File: src/rtl/i2cs_pkg.sv
package i2cs_pkg;
  localparam int BYTE_W = 8;

  typedef enum logic [3:0] {
    S_IDLE, S_ADDR, S_AACK, S_ADDR2, S_A2ACK,
    S_RX, S_RACK, S_RHOLD,
    S_TXHOLD, S_TXSET, S_TX, S_TACK, S_WAIT
  } st_e;

  typedef struct packed {
    logic own7;   // 7-bit own address hit
    logic hdr_w;  // 10-bit header, write
    logic hdr_r;  // 10-bit header, read, after earlier full match
    logic gcall;  // general call hit
  } match_t;
endpackage

File: src/rtl/i2cs_linesync.sv
module i2cs_linesync #(
  parameter int STAGES = 2
) (
  input  logic clk,
  input  logic rst_n,
  input  logic scl_i,
  input  logic sda_i,
  output logic scl_s,
  output logic sda_s,
  output logic scl_rise,
  output logic scl_fall,
  output logic start_evt,
  output logic stop_evt
);
  localparam int LINES = 2;

  logic [LINES-1:0] raw;
  logic [LINES-1:0] synced;
  logic [LINES-1:0] last_q;

  assign raw = {sda_i, scl_i};

  for (genvar g = 0; g < LINES; g++) begin : g_line
    logic [STAGES-1:0] chain;
    always_ff @(posedge clk or negedge rst_n) begin
      if (!rst_n) chain <= '1;
      else        chain <= {chain[STAGES-2:0], raw[g]};
    end
    assign synced[g] = chain[STAGES-1];
  end

  always_ff @(posedge clk or negedge rst_n) begin
    if (!rst_n) last_q <= '1;
    else        last_q <= synced;
  end

  assign scl_s     = synced[0];
  assign sda_s     = synced[1];
  assign scl_rise  = synced[0] & ~last_q[0];
  assign scl_fall  = ~synced[0] & last_q[0];
  assign start_evt = synced[0] & last_q[0] & last_q[1] & ~synced[1];
  assign stop_evt  = synced[0] & last_q[0] & ~last_q[1] & synced[1];
endmodule

File: src/rtl/i2cs_shifter.sv
module i2cs_shifter #(
  parameter int W = 8
) (
  input  logic         clk,
  input  logic         rst_n,
  input  logic         clr,
  input  logic         load,
  input  logic [W-1:0] load_val,
  input  logic         capture,
  input  logic         din,
  input  logic         tick,
  input  logic         advance,
  output logic [W-1:0] sr,
  output logic         full
);
  localparam int CW = $clog2(W + 1);
  localparam logic [CW-1:0] FULL_CNT = CW'(W);

  logic [CW-1:0] cnt;

  always_ff @(posedge clk or negedge rst_n) begin
    if (!rst_n) begin
      sr  <= '0;
      cnt <= '0;
    end else if (clr) begin
      cnt <= '0;
    end else if (load) begin
      sr  <= load_val;
      cnt <= '0;
    end else if (capture) begin
      sr  <= {sr[W-2:0], din};
      cnt <= cnt + 1'b1;
    end else begin
      if (tick)    cnt <= cnt + 1'b1;
      if (advance) sr  <= {sr[W-2:0], 1'b0};
    end
  end

  assign full = (cnt == FULL_CNT);
endmodule

File: src/rtl/i2cs_addr_match.sv
module i2cs_addr_match
  import i2cs_pkg::*;
#(
  parameter int ADDR_W = 10
) (
  input  logic [BYTE_W-1:0] rx_byte,
  input  logic [ADDR_W-1:0] own,
  input  logic              mode10,
  input  logic              gc_en,
  input  logic              hdr_ok,
  output match_t            m,
  output logic              low_hit
);
  localparam logic [4:0] HDR_TAG = 5'b11110;

  logic hdr;

  always_comb begin
    hdr     = mode10 && (rx_byte[7:3] == HDR_TAG) && (rx_byte[2:1] == own[ADDR_W-1 -: 2]);
    m.own7  = !mode10 && (rx_byte[7:1] == own[6:0]);
    m.hdr_w = hdr && !rx_byte[0];
    m.hdr_r = hdr && rx_byte[0] && hdr_ok;
    m.gcall = gc_en && (rx_byte == '0);
    low_hit = (rx_byte == own[7:0]);
  end
endmodule

File: src/rtl/i2c_slave_stretch.sv
module i2c_slave_stretch
  import i2cs_pkg::*;
#(
  parameter int ADDR_W      = 10,
  parameter int SYNC_STAGES = 2
) (
  input  logic              clk,
  input  logic              rst_n,
  input  logic              scl_i,
  input  logic              sda_i,
  output logic              scl_oe,
  output logic              sda_oe,
  input  logic [ADDR_W-1:0] cfg_own_addr,
  input  logic              cfg_addr10,
  input  logic              cfg_gc_en,
  input  logic              cfg_ack_en,
  input  logic [7:0]        tx_data,
  input  logic              tx_valid,
  output logic              tx_ready,
  output logic [7:0]        rx_data,
  output logic              rx_valid,
  input  logic              rx_ready,
  output logic              sts_addressed,
  output logic              sts_read,
  output logic              sts_gencall,
  output logic              sts_nack
);
  st_e  st;
  logic scl_s, sda_s, scl_rise, scl_fall, start_evt, stop_evt;
  logic [BYTE_W-1:0] sr;
  logic full;
  logic sh_clr, sh_load, sh_cap, sh_tick, sh_adv;
  match_t m;
  logic low_hit, any_hit;
  logic hdr_ok, need2, ack_now, macked;

  i2cs_linesync #(.STAGES(SYNC_STAGES)) u_sync (
    .clk(clk), .rst_n(rst_n), .scl_i(scl_i), .sda_i(sda_i),
    .scl_s(scl_s), .sda_s(sda_s), .scl_rise(scl_rise), .scl_fall(scl_fall),
    .start_evt(start_evt), .stop_evt(stop_evt)
  );

  i2cs_shifter #(.W(BYTE_W)) u_shift (
    .clk(clk), .rst_n(rst_n), .clr(sh_clr), .load(sh_load), .load_val(tx_data),
    .capture(sh_cap), .din(sda_s), .tick(sh_tick), .advance(sh_adv),
    .sr(sr), .full(full)
  );

  i2cs_addr_match #(.ADDR_W(ADDR_W)) u_match (
    .rx_byte(sr), .own(cfg_own_addr), .mode10(cfg_addr10), .gc_en(cfg_gc_en),
    .hdr_ok(hdr_ok), .m(m), .low_hit(low_hit)
  );

  assign any_hit = m.own7 | m.gcall | m.hdr_w | m.hdr_r;

  // shifter control
  always_comb begin
    sh_clr  = start_evt | stop_evt |
              (scl_fall && (st inside {S_AACK, S_A2ACK, S_RACK}));
    sh_load = (st == S_TXHOLD) && tx_valid && !start_evt && !stop_evt;
    sh_cap  = scl_rise && !full && (st inside {S_ADDR, S_ADDR2, S_RX});
    sh_tick = scl_rise && (st == S_TX);
    sh_adv  = scl_fall && !full && (st == S_TX);
  end

  // line drivers and stream ready
  always_comb begin
    scl_oe   = (st == S_TXHOLD) || (st == S_TXSET) || ((st == S_RHOLD) && rx_valid);
    sda_oe   = (st == S_AACK) || (st == S_A2ACK) || ((st == S_RACK) && ack_now) ||
               (((st == S_TXSET) || (st == S_TX)) && !sr[BYTE_W-1]);
    tx_ready = (st == S_TXHOLD);
  end

  always_ff @(posedge clk or negedge rst_n) begin
    if (!rst_n) begin
      st            <= S_IDLE;
      rx_data       <= '0;
      rx_valid      <= 1'b0;
      sts_addressed <= 1'b0;
      sts_read      <= 1'b0;
      sts_gencall   <= 1'b0;
      sts_nack      <= 1'b0;
      hdr_ok        <= 1'b0;
      need2         <= 1'b0;
      ack_now       <= 1'b0;
      macked        <= 1'b0;
    end else begin
      if (rx_valid && rx_ready) rx_valid <= 1'b0;

      if (stop_evt) begin
        st            <= S_IDLE;
        sts_addressed <= 1'b0;
        sts_read      <= 1'b0;
        sts_gencall   <= 1'b0;
        hdr_ok        <= 1'b0;
      end else if (start_evt) begin
        st            <= S_ADDR;
        sts_addressed <= 1'b0;
        sts_read      <= 1'b0;
        sts_gencall   <= 1'b0;
        sts_nack      <= 1'b0;
      end else begin
        unique case (st)
          S_ADDR: if (scl_fall && full) begin
            if (cfg_ack_en && any_hit) begin
              st            <= S_AACK;
              need2         <= m.hdr_w;
              sts_addressed <= !m.hdr_w;
              sts_read      <= m.hdr_r | (m.own7 & sr[0]);
              sts_gencall   <= m.gcall;
              hdr_ok        <= m.hdr_r;
            end else begin
              st     <= S_WAIT;
              hdr_ok <= 1'b0;
            end
          end
          S_AACK: if (scl_fall) begin
            if (need2)         st <= S_ADDR2;
            else if (sts_read) st <= S_TXHOLD;
            else               st <= S_RX;
          end
          S_ADDR2: if (scl_fall && full) begin
            if (cfg_ack_en && low_hit) begin
              st            <= S_A2ACK;
              hdr_ok        <= 1'b1;
              sts_addressed <= 1'b1;
            end else begin
              st <= S_WAIT;
            end
          end
          S_A2ACK: if (scl_fall) st <= S_RX;
          S_RX: if (scl_fall && full) begin
            rx_data  <= sr;
            rx_valid <= 1'b1;
            ack_now  <= cfg_ack_en;
            st       <= S_RACK;
          end
          S_RACK:   if (scl_fall) st <= S_RHOLD;
          S_RHOLD:  if (!rx_valid || rx_ready) st <= S_RX;
          S_TXHOLD: if (tx_valid) st <= S_TXSET;
          S_TXSET:  st <= S_TX;
          S_TX:     if (scl_fall && full) st <= S_TACK;
          S_TACK: begin
            if (scl_rise) macked <= !sda_s;
            if (scl_fall) begin
              if (macked) st <= S_TXHOLD;
              else begin
                st       <= S_WAIT;
                sts_nack <= 1'b1;
              end
            end
          end
          S_IDLE, S_WAIT: ;
          default: st <= S_IDLE;
        endcase
      end
    end
  end
endmodule

File: config.mk
export PLATFORM = sky130hd
export DESIGN_NAME = i2c_slave_stretch
export DESIGN_NICKNAME = d
export VERILOG_FILES = /design/src/rtl/i2cs_pkg.sv /design/src/rtl/i2cs_linesync.sv /design/src/rtl/i2cs_shifter.sv /design/src/rtl/i2cs_addr_match.sv /design/src/rtl/i2c_slave_stretch.sv
export SDC_FILE = /design/constraint.sdc
export NUM_CORES = 1
export LEC_CHECK = 0
export BUFFER_PORTS_ARGS = -buffer_cell sky130_fd_sc_hd__buf_2
export CAP_MARGIN = 0
export CELL_PAD_IN_SITES_DETAIL_PLACEMENT = 1
export CELL_PAD_IN_SITES_GLOBAL_PLACEMENT = 1
export CORE_MARGIN = 2
export CORE_UTILIZATION = 47
export DETAILED_ROUTE_END_ITERATION = 12
export PLACE_DENSITY = 0.91
export SYNTH_ARGS = -nofsm -noshare
export SYNTH_HDL_FRONTEND = slang
export SYNTH_HIERARCHICAL = 1
export SYNTH_SLANG_ARGS = --single-unit
File: constraint.sdc
create_clock -name clk -period 4.85 [get_ports clk]
set_clock_uncertainty 0.2 [all_clocks]
set_input_delay 0.485 -clock clk [delete_from_list [all_inputs] [get_ports clk]]
set_output_delay 0.485 -clock clk [all_outputs]
set_load 0.05 [all_outputs]
==> impl_metrics.tcl, run 1 <==
set metrics [dict create \
    status "completed" \
    cts_sinks 39 \
    track_usage_pct 26.2 \
    place_hpwl_mm 5.24 \
    period_share_pct 63.2 \
    clk_path_buf_depth 2 \
    placedCellCount 331 \
    place_congestion 0.920 \
    fin_crit_ns 3.06 \
    clk_pin_slew_worst_paths_ns 0.08 \
    ys_warn_count 6 \
    grt_pass1_vias 2109 \
    synth-edff-count 0 \
    yosysSeqAreaShare_pct 41.0 \
    drive_above_1_share_pct 33.8 \
    fin_nets 300 \
    post_cts_resized 0 \
    routed_wl_mm 6.89 \
    via_per_inst 5.90 \
    tritoncts "done" \
    p_per_area_mw_per_mm2 474 \
    cpLargestDelayFamily "simple AND/OR/NAND/NOR gates" \
    detail_route.wl_per_cell_um 20.3 \
    grt_pass1_wl_mm 10.9 \
    drv_cap 0 \
    overflow 0 \
    coreArea_mm2 0.00482 \
    dieWidth_um 75.4 \
    drv_slew 0 \
    crit_path_start_kind "flop" \
    ant_nets 0 \
    die_h_um 75.4 \
    fmax_mhz 326 \
    portBuffers 42 \
    antenna_found_initial 0 \
    postSynthCellCount 231 \
    path_cells "and4b_1 > nor2_1 > and3_1 > nor3_2 > nor2_4 > mux2_2" \
    io-pin-count 43 \
    ctsHoldBuffers 0 \
    clk_latency_ns 0.31 \
    netlist-cell-type-count 50 \
    syn_to_final_growth_pct 14.7 \
    drtIter0Drc 163 \
    fin_cells 339 \
    synth_ff_type "dfrtp_1" \
    ys_ff_latch 39 \
    drt_first_pass_iters 4 \
    arrival_ns 3.06 \
    drc_errors 0 \
    cts_buffers 5 \
    initial_core_util_pct 49.8 \
    path_class "flop to flop" \
    critical_path_required_ns 4.84 \
    cts.htree.levels 2 \
    syn_nets 260 \
    ir_drop_mv 0.268 \
    cp_slowest_cell "and3_1" \
    ys_async_sr_fraction_pct 100 \
    path_max_fanout 14 \
    netlist_area_mm2 0.00240 \
    synth_area_leaders "dfrtp_1, mux2_2, dfstp_2, xnor2_1, mux2_4" \
    tns_ns 0 \
    max_stage_delay_ns 0.68 \
    yosysTopAreaCell "dfrtp_1" \
    post_dp_cell_area_mm2 0.00264 \
    final-setup-viol-count 0 \
    fp-row-count 25 \
    final_cell_mix "buf_2, dfrtp_1, nand2_1, nor2_1" \
    die-area_mm2 0.00569 \
    num_vias 1999 \
    fin_area_mm2 0.00275 \
    rsz0062_at_grt "no" \
    grt_start_max_net_pins 40 \
    worstMarginPinSlew_ns 0.880 \
    max-slew-margin-rel_pct 41.3 \
    min_path_type "primary input to flop" \
    n_antenna_cell 0 \
    final_common_cell "buf_2" \
    p_leak_nw 1.26 \
    cts-root-buf "clkbuf_8" \
    critPathBufInv 0 \
    critPathCaptureType "flop" \
    synth.top_cell.area_share_pct 34.4 \
    hold_viol_final 0 \
    postCtsSetupBuffers 0 \
    synth.avg_cell_area_um2 10.4 \
]
## path summary, 6_finish.rpt
check                                                 end                       from  cells past startpoint  slack [ns]
worst max-delay path                        u_shift/sr[2]  u_sync/g_line[1].chain[1]                      6        1.79
worst min register to register  u_sync/g_line[0].chain[1]  u_sync/g_line[0].chain[0]                      0        0.16
max in group asynchronous                           st[3]                      rst_n                      1        3.81
min in group asynchronous                           st[0]                      rst_n                      1        0.09
worst min-delay path            u_sync/g_line[0].chain[0]                      scl_i                      1        0.08
worst max register to register              u_shift/sr[2]  u_sync/g_line[1].chain[1]                      6        1.79
## cell type report
class	instances	area, µm²
Clock inverter	3	43.8
Sequential cell	39	983
Multi-Input combinational cell	173	1320
Inverter	9	33.8
Tap cell	67	83.8
Clock buffer	5	68.8
Timing Repair Buffer	43	218
Fill cell	569	2070
## per-stage QoR
stage / hold WS (ns) / setup slack [ns] / power (mW) / utilization (%)
after global routing: 0.0680 / 1.61 / 1.38 / 57.1
final: 0.0763 / 1.79 / 1.30 / 57.1
after global placement: 0.147 / 2.03 / 0.993 / 54.8
after detailed placement: 0.147 / 1.86 / 1.02 / 54.8
after floorplan: -0.0106 / 1.46 / 0.890 / -
after CTS: 0.0714 / 1.81 / 1.30 / 57.1
## synthesized netlist by cell type (2+ instances only)
library cell  number
dfrtp_1           33
nand2_1           18
nor2_1            18
mux2_2            17
xnor2_1           17
inv_1              9
a21oi_1            8
mux2_4             8
nand4_1            8
nor3_1             8
o21ai_0            7
clkbuf_1           6
dfstp_2            6
a211oi_1           4
and4b_1            4
mux2i_1            4
nand2b_1           4
and3_1             3
buf_6              3
nor2b_1            3
nor4_1             3
o32ai_1            3
xor2_1             3
a221oi_1           2
ha_1               2
nand3b_1           2
nor4_2             2
o2111ai_1          2
o221ai_1           2
or2_2              2
## registers in the layout, indices dropped and copies added (netlist names)
signal / cells
macked: 1
hdr_ok: 1
need2: 1
st: 4
sts_gencall: 1
u_shift/cnt: 4
rx_data: 8
ack_now: 1
sts_nack: 1
u_sync/g_line.chain: 4
sts_addressed: 1
u_shift/sr: 8
sts_read: 1
rx_valid: 1
u_sync/last_q: 2
## logic make-up (layout without fill, tap and decap cells)
family / after synthesis / after routing / share of synthesized area [%]
fa+ha+maj: 2 / 2 / 1.04
buf+inv: 19 / 60 / 3.96
simple gates: 80 / 80 / 18.4
mux: 29 / 29 / 14.7
flops: 39 / 39 / 41.0
compound gates: 42 / 42 / 13.7
xor+xnor: 20 / 20 / 7.30
## routing by layer
layer	vias up	global-route usage, %	share of wire [%]
met5	-	0	0
met2	63	45.4	52
met3	11	3.44	4.5
met4	0	8.77	2.1
li1	925	-	-
met1	1000	33.8	41
## report_power, final
part / internal, mW / switching [mW]
combinational: 0.234 / 0.268
clock: 0.153 / 0.127
sequential: 0.377 / 0.144
(Power assumes the default switching activity.)
==> run 2: changes to the inputs <==
--- a/config.mk
+++ b/config.mk
@@ -10,9 +10,9 @@
 export CELL_PAD_IN_SITES_DETAIL_PLACEMENT = 1
 export CELL_PAD_IN_SITES_GLOBAL_PLACEMENT = 1
 export CORE_MARGIN = 2
-export CORE_UTILIZATION = 47
+export CORE_UTILIZATION = 43
 export DETAILED_ROUTE_END_ITERATION = 12
-export PLACE_DENSITY = 0.91
+export PLACE_DENSITY = 0.85
 export SYNTH_ARGS = -nofsm -noshare
 export SYNTH_HDL_FRONTEND = slang
 export SYNTH_HIERARCHICAL = 1
==> constraint.sdc (replaced) <==
create_clock -name clk -period 3.1 [get_ports clk]
set_clock_uncertainty 0.2 [all_clocks]
set_input_delay 0.31 -clock clk [delete_from_list [all_inputs] [get_ports clk]]
set_output_delay 0.31 -clock clk [all_outputs]
set_load 0.05 [all_outputs]
==> run 2 against run 1 <==
Critical path depth increased by 2. Sequential share of layout area fell by 1.3 points. Largest cell class unchanged. Register-to-register slack worse by 1.5 ns. Routed wire length is 1.0% lower. Clock-buffer cell count rose by 1. Largest power group is now combinational cells. Setup slack worse by 1.5 ns. Flip-flop and latch count stayed put. Fmax up 8.4%. Power is 62% higher. First-iteration DRC count increased by 3.7%. Critical path type unchanged.
==> impl_metrics.tcl, run 2 (same netlist as run 1, synthesis figures left out) <==
set metrics [dict create \
    switching_share_pct 40.8 \
    cp-startpoint "u_shift/sr[2]" \
    die_h_um 78.7 \
    dieWidth_um 78.7 \
    drv_cap 0 \
    initial_core_util_pct 44.1 \
    cts_buffers 5 \
    critPathCaptureType "flop" \
    cts-root-buf "clkbuf_8" \
    period_share_pct 91.2 \
    intPower_mw 1.25 \
    via_per_inst 5.86 \
    cts_sinks 39 \
    detail_route.wl_per_cell_um 19.3 \
    place_congestion 0.829 \
    clk_latency_ns 0.29 \
    clk_pin_slew_worst_paths_ns 0.08 \
    ir_drop_mv 0.388 \
    post_cts_resized 0 \
    status "completed" \
    grt_start_max_net_pins 40 \
    final_common_cell "buf_2" \
    hold_viol_final 0 \
    drt_first_pass_iters 4 \
    arrival_ns 2.81 \
    fmax_mhz 354 \
    rsz0062_at_grt "no" \
    num_vias 2075 \
    clockPowerShare_pct 21.4 \
    place_hpwl_mm 4.89 \
    io-pin-count 43 \
    postCtsSetupBuffers 0 \
    track_usage_pct 23.6 \
    p_sw_mw 0.864 \
    pwr-share-comb_pct 42.2 \
    max-slew-margin-rel_pct 42.5 \
    final-setup-viol-count 0 \
    rr_startpoint "u_shift/sr[2]" \
    overflow 0 \
    drtIter0Drc 169 \
    fin_hold_ws_ns 0.0152 \
    fin_crit_ns 2.83 \
    antenna_found_initial 0 \
    drive_above_1_share_pct 35.5 \
    portBuffers 42 \
    p_per_area_mw_per_mm2 742 \
    tritoncts "done" \
    routed_wl_mm 6.82 \
    top_regs "rx_data x8, u_shift/sr x8" \
    path_max_fanout 7 \
    min_path_type "primary input to flop" \
    post_dp_cell_area_mm2 0.00270 \
    fin_area_mm2 0.00285 \
    p_leak_nw 1.31 \
    clk_path_buf_depth 2 \
    cts.htree.levels 2 \
    tns_ns 0 \
    fin_nets 310 \
    n_antenna_cell 0 \
    grt_pass1_wl_mm 11.2 \
    hold_start "rx_ready" \
    die-area_mm2 0.00619 \
    drc_errors 0 \
    syn_to_final_growth_pct 19.0 \
    worstMarginPinSlew_ns 0.862 \
    fp-row-count 27 \
    final_cell_mix "buf_2, dfrtp_1, nand2_1, nor2_1" \
    drv_slew 0 \
    critical_path_required_ns 3.08 \
    coreArea_mm2 0.00544 \
    sequentialPowerShare_pct 36.4 \
    grt_pass1_vias 2127 \
    fin_total_pwr_mw 2.12 \
    ant_nets 0 \
    path_class "flop to flop" \
    crit_path_start_kind "flop" \
]
## run 2: cell types whose count changed in the layout (fill, tap and decap cells not counted), sizes merged
cell / before / now
clkbuf: 5 / 6
inv: 9 / 10
clkinv: 2 / 0
buf: 43 / 50
dlygate4sd3: 0 / 3
## run 2: per-layer routing
layer  part of all wire, %  routed length (µm)  up-vias  global-route usage [%]
met5                     0                   0        -                       0
met4                   2.6                 178        0                    8.42
met3                   4.0                 272       17                    4.02
met2                    51                3490       66                    39.3
met1                    42                2870     1043                    30.9
li1                      -                   -      949                       -
## run 2: final cells by class
type | instances | area (µm²)
flip-flops and latches | 39 | 983
inverters | 9 | 33.8
repair buffers | 53 | 300
well taps | 72 | 90.1
multi-input cells | 173 | 1330
fillers | 629 | 2580
clock inverters | 2 | 38.8
clock buffers | 6 | 82.6
## run 2: worst max-delay path: stages (launching register included)
cell     delay, ns
dfrtp_1       0.48
xnor2_1       0.33
nand4_1       0.17
nor4_1        0.49
o41ai_1       0.29
nor3_1        0.24
and3_1        0.26
mux2i_1       0.21
nor2_1        0.05
## run 2: metrics by stage
step                std cells  setup WS (ns)  utilization (%)
finish                    354          0.273             52.5
global route              354          0.100             52.5
CTS                       354          0.332             52.5
detailed placement        343          0.433             49.7
global placement          343          0.526             49.7
floorplan                 231          0.191                -
## run 2: final timing paths
path                                             endpoint  slack [ns]  cells after the start
worst min-delay path                             rx_valid        0.02                      2
worst max register to register                sts_gencall        0.27                      8
worst min register to register  u_sync/g_line[0].chain[1]        0.16                      0
worst max-delay path                          sts_gencall        0.27                      8
min in group asynchronous                        rx_valid        0.47                      2
max in group asynchronous                          hdr_ok        1.69                      2
## run 2: power by group through the flow
stage	Sequential, mW	Clock [mW]	Combinational [mW]
after floorplan	0.697	0	0.697
after global placement	0.761	0	0.830
after detailed placement	0.773	0	0.865
after CTS	0.765	0.462	0.885
after global routing	0.785	0.486	0.965
final	0.770	0.454	0.893
## run 2: what timing repair did
item                                   in CTS  in global routing
endpoints found under the hold margin      35                  0
setup endpoints to repair                   0                  0
hold buffers                                3                  0
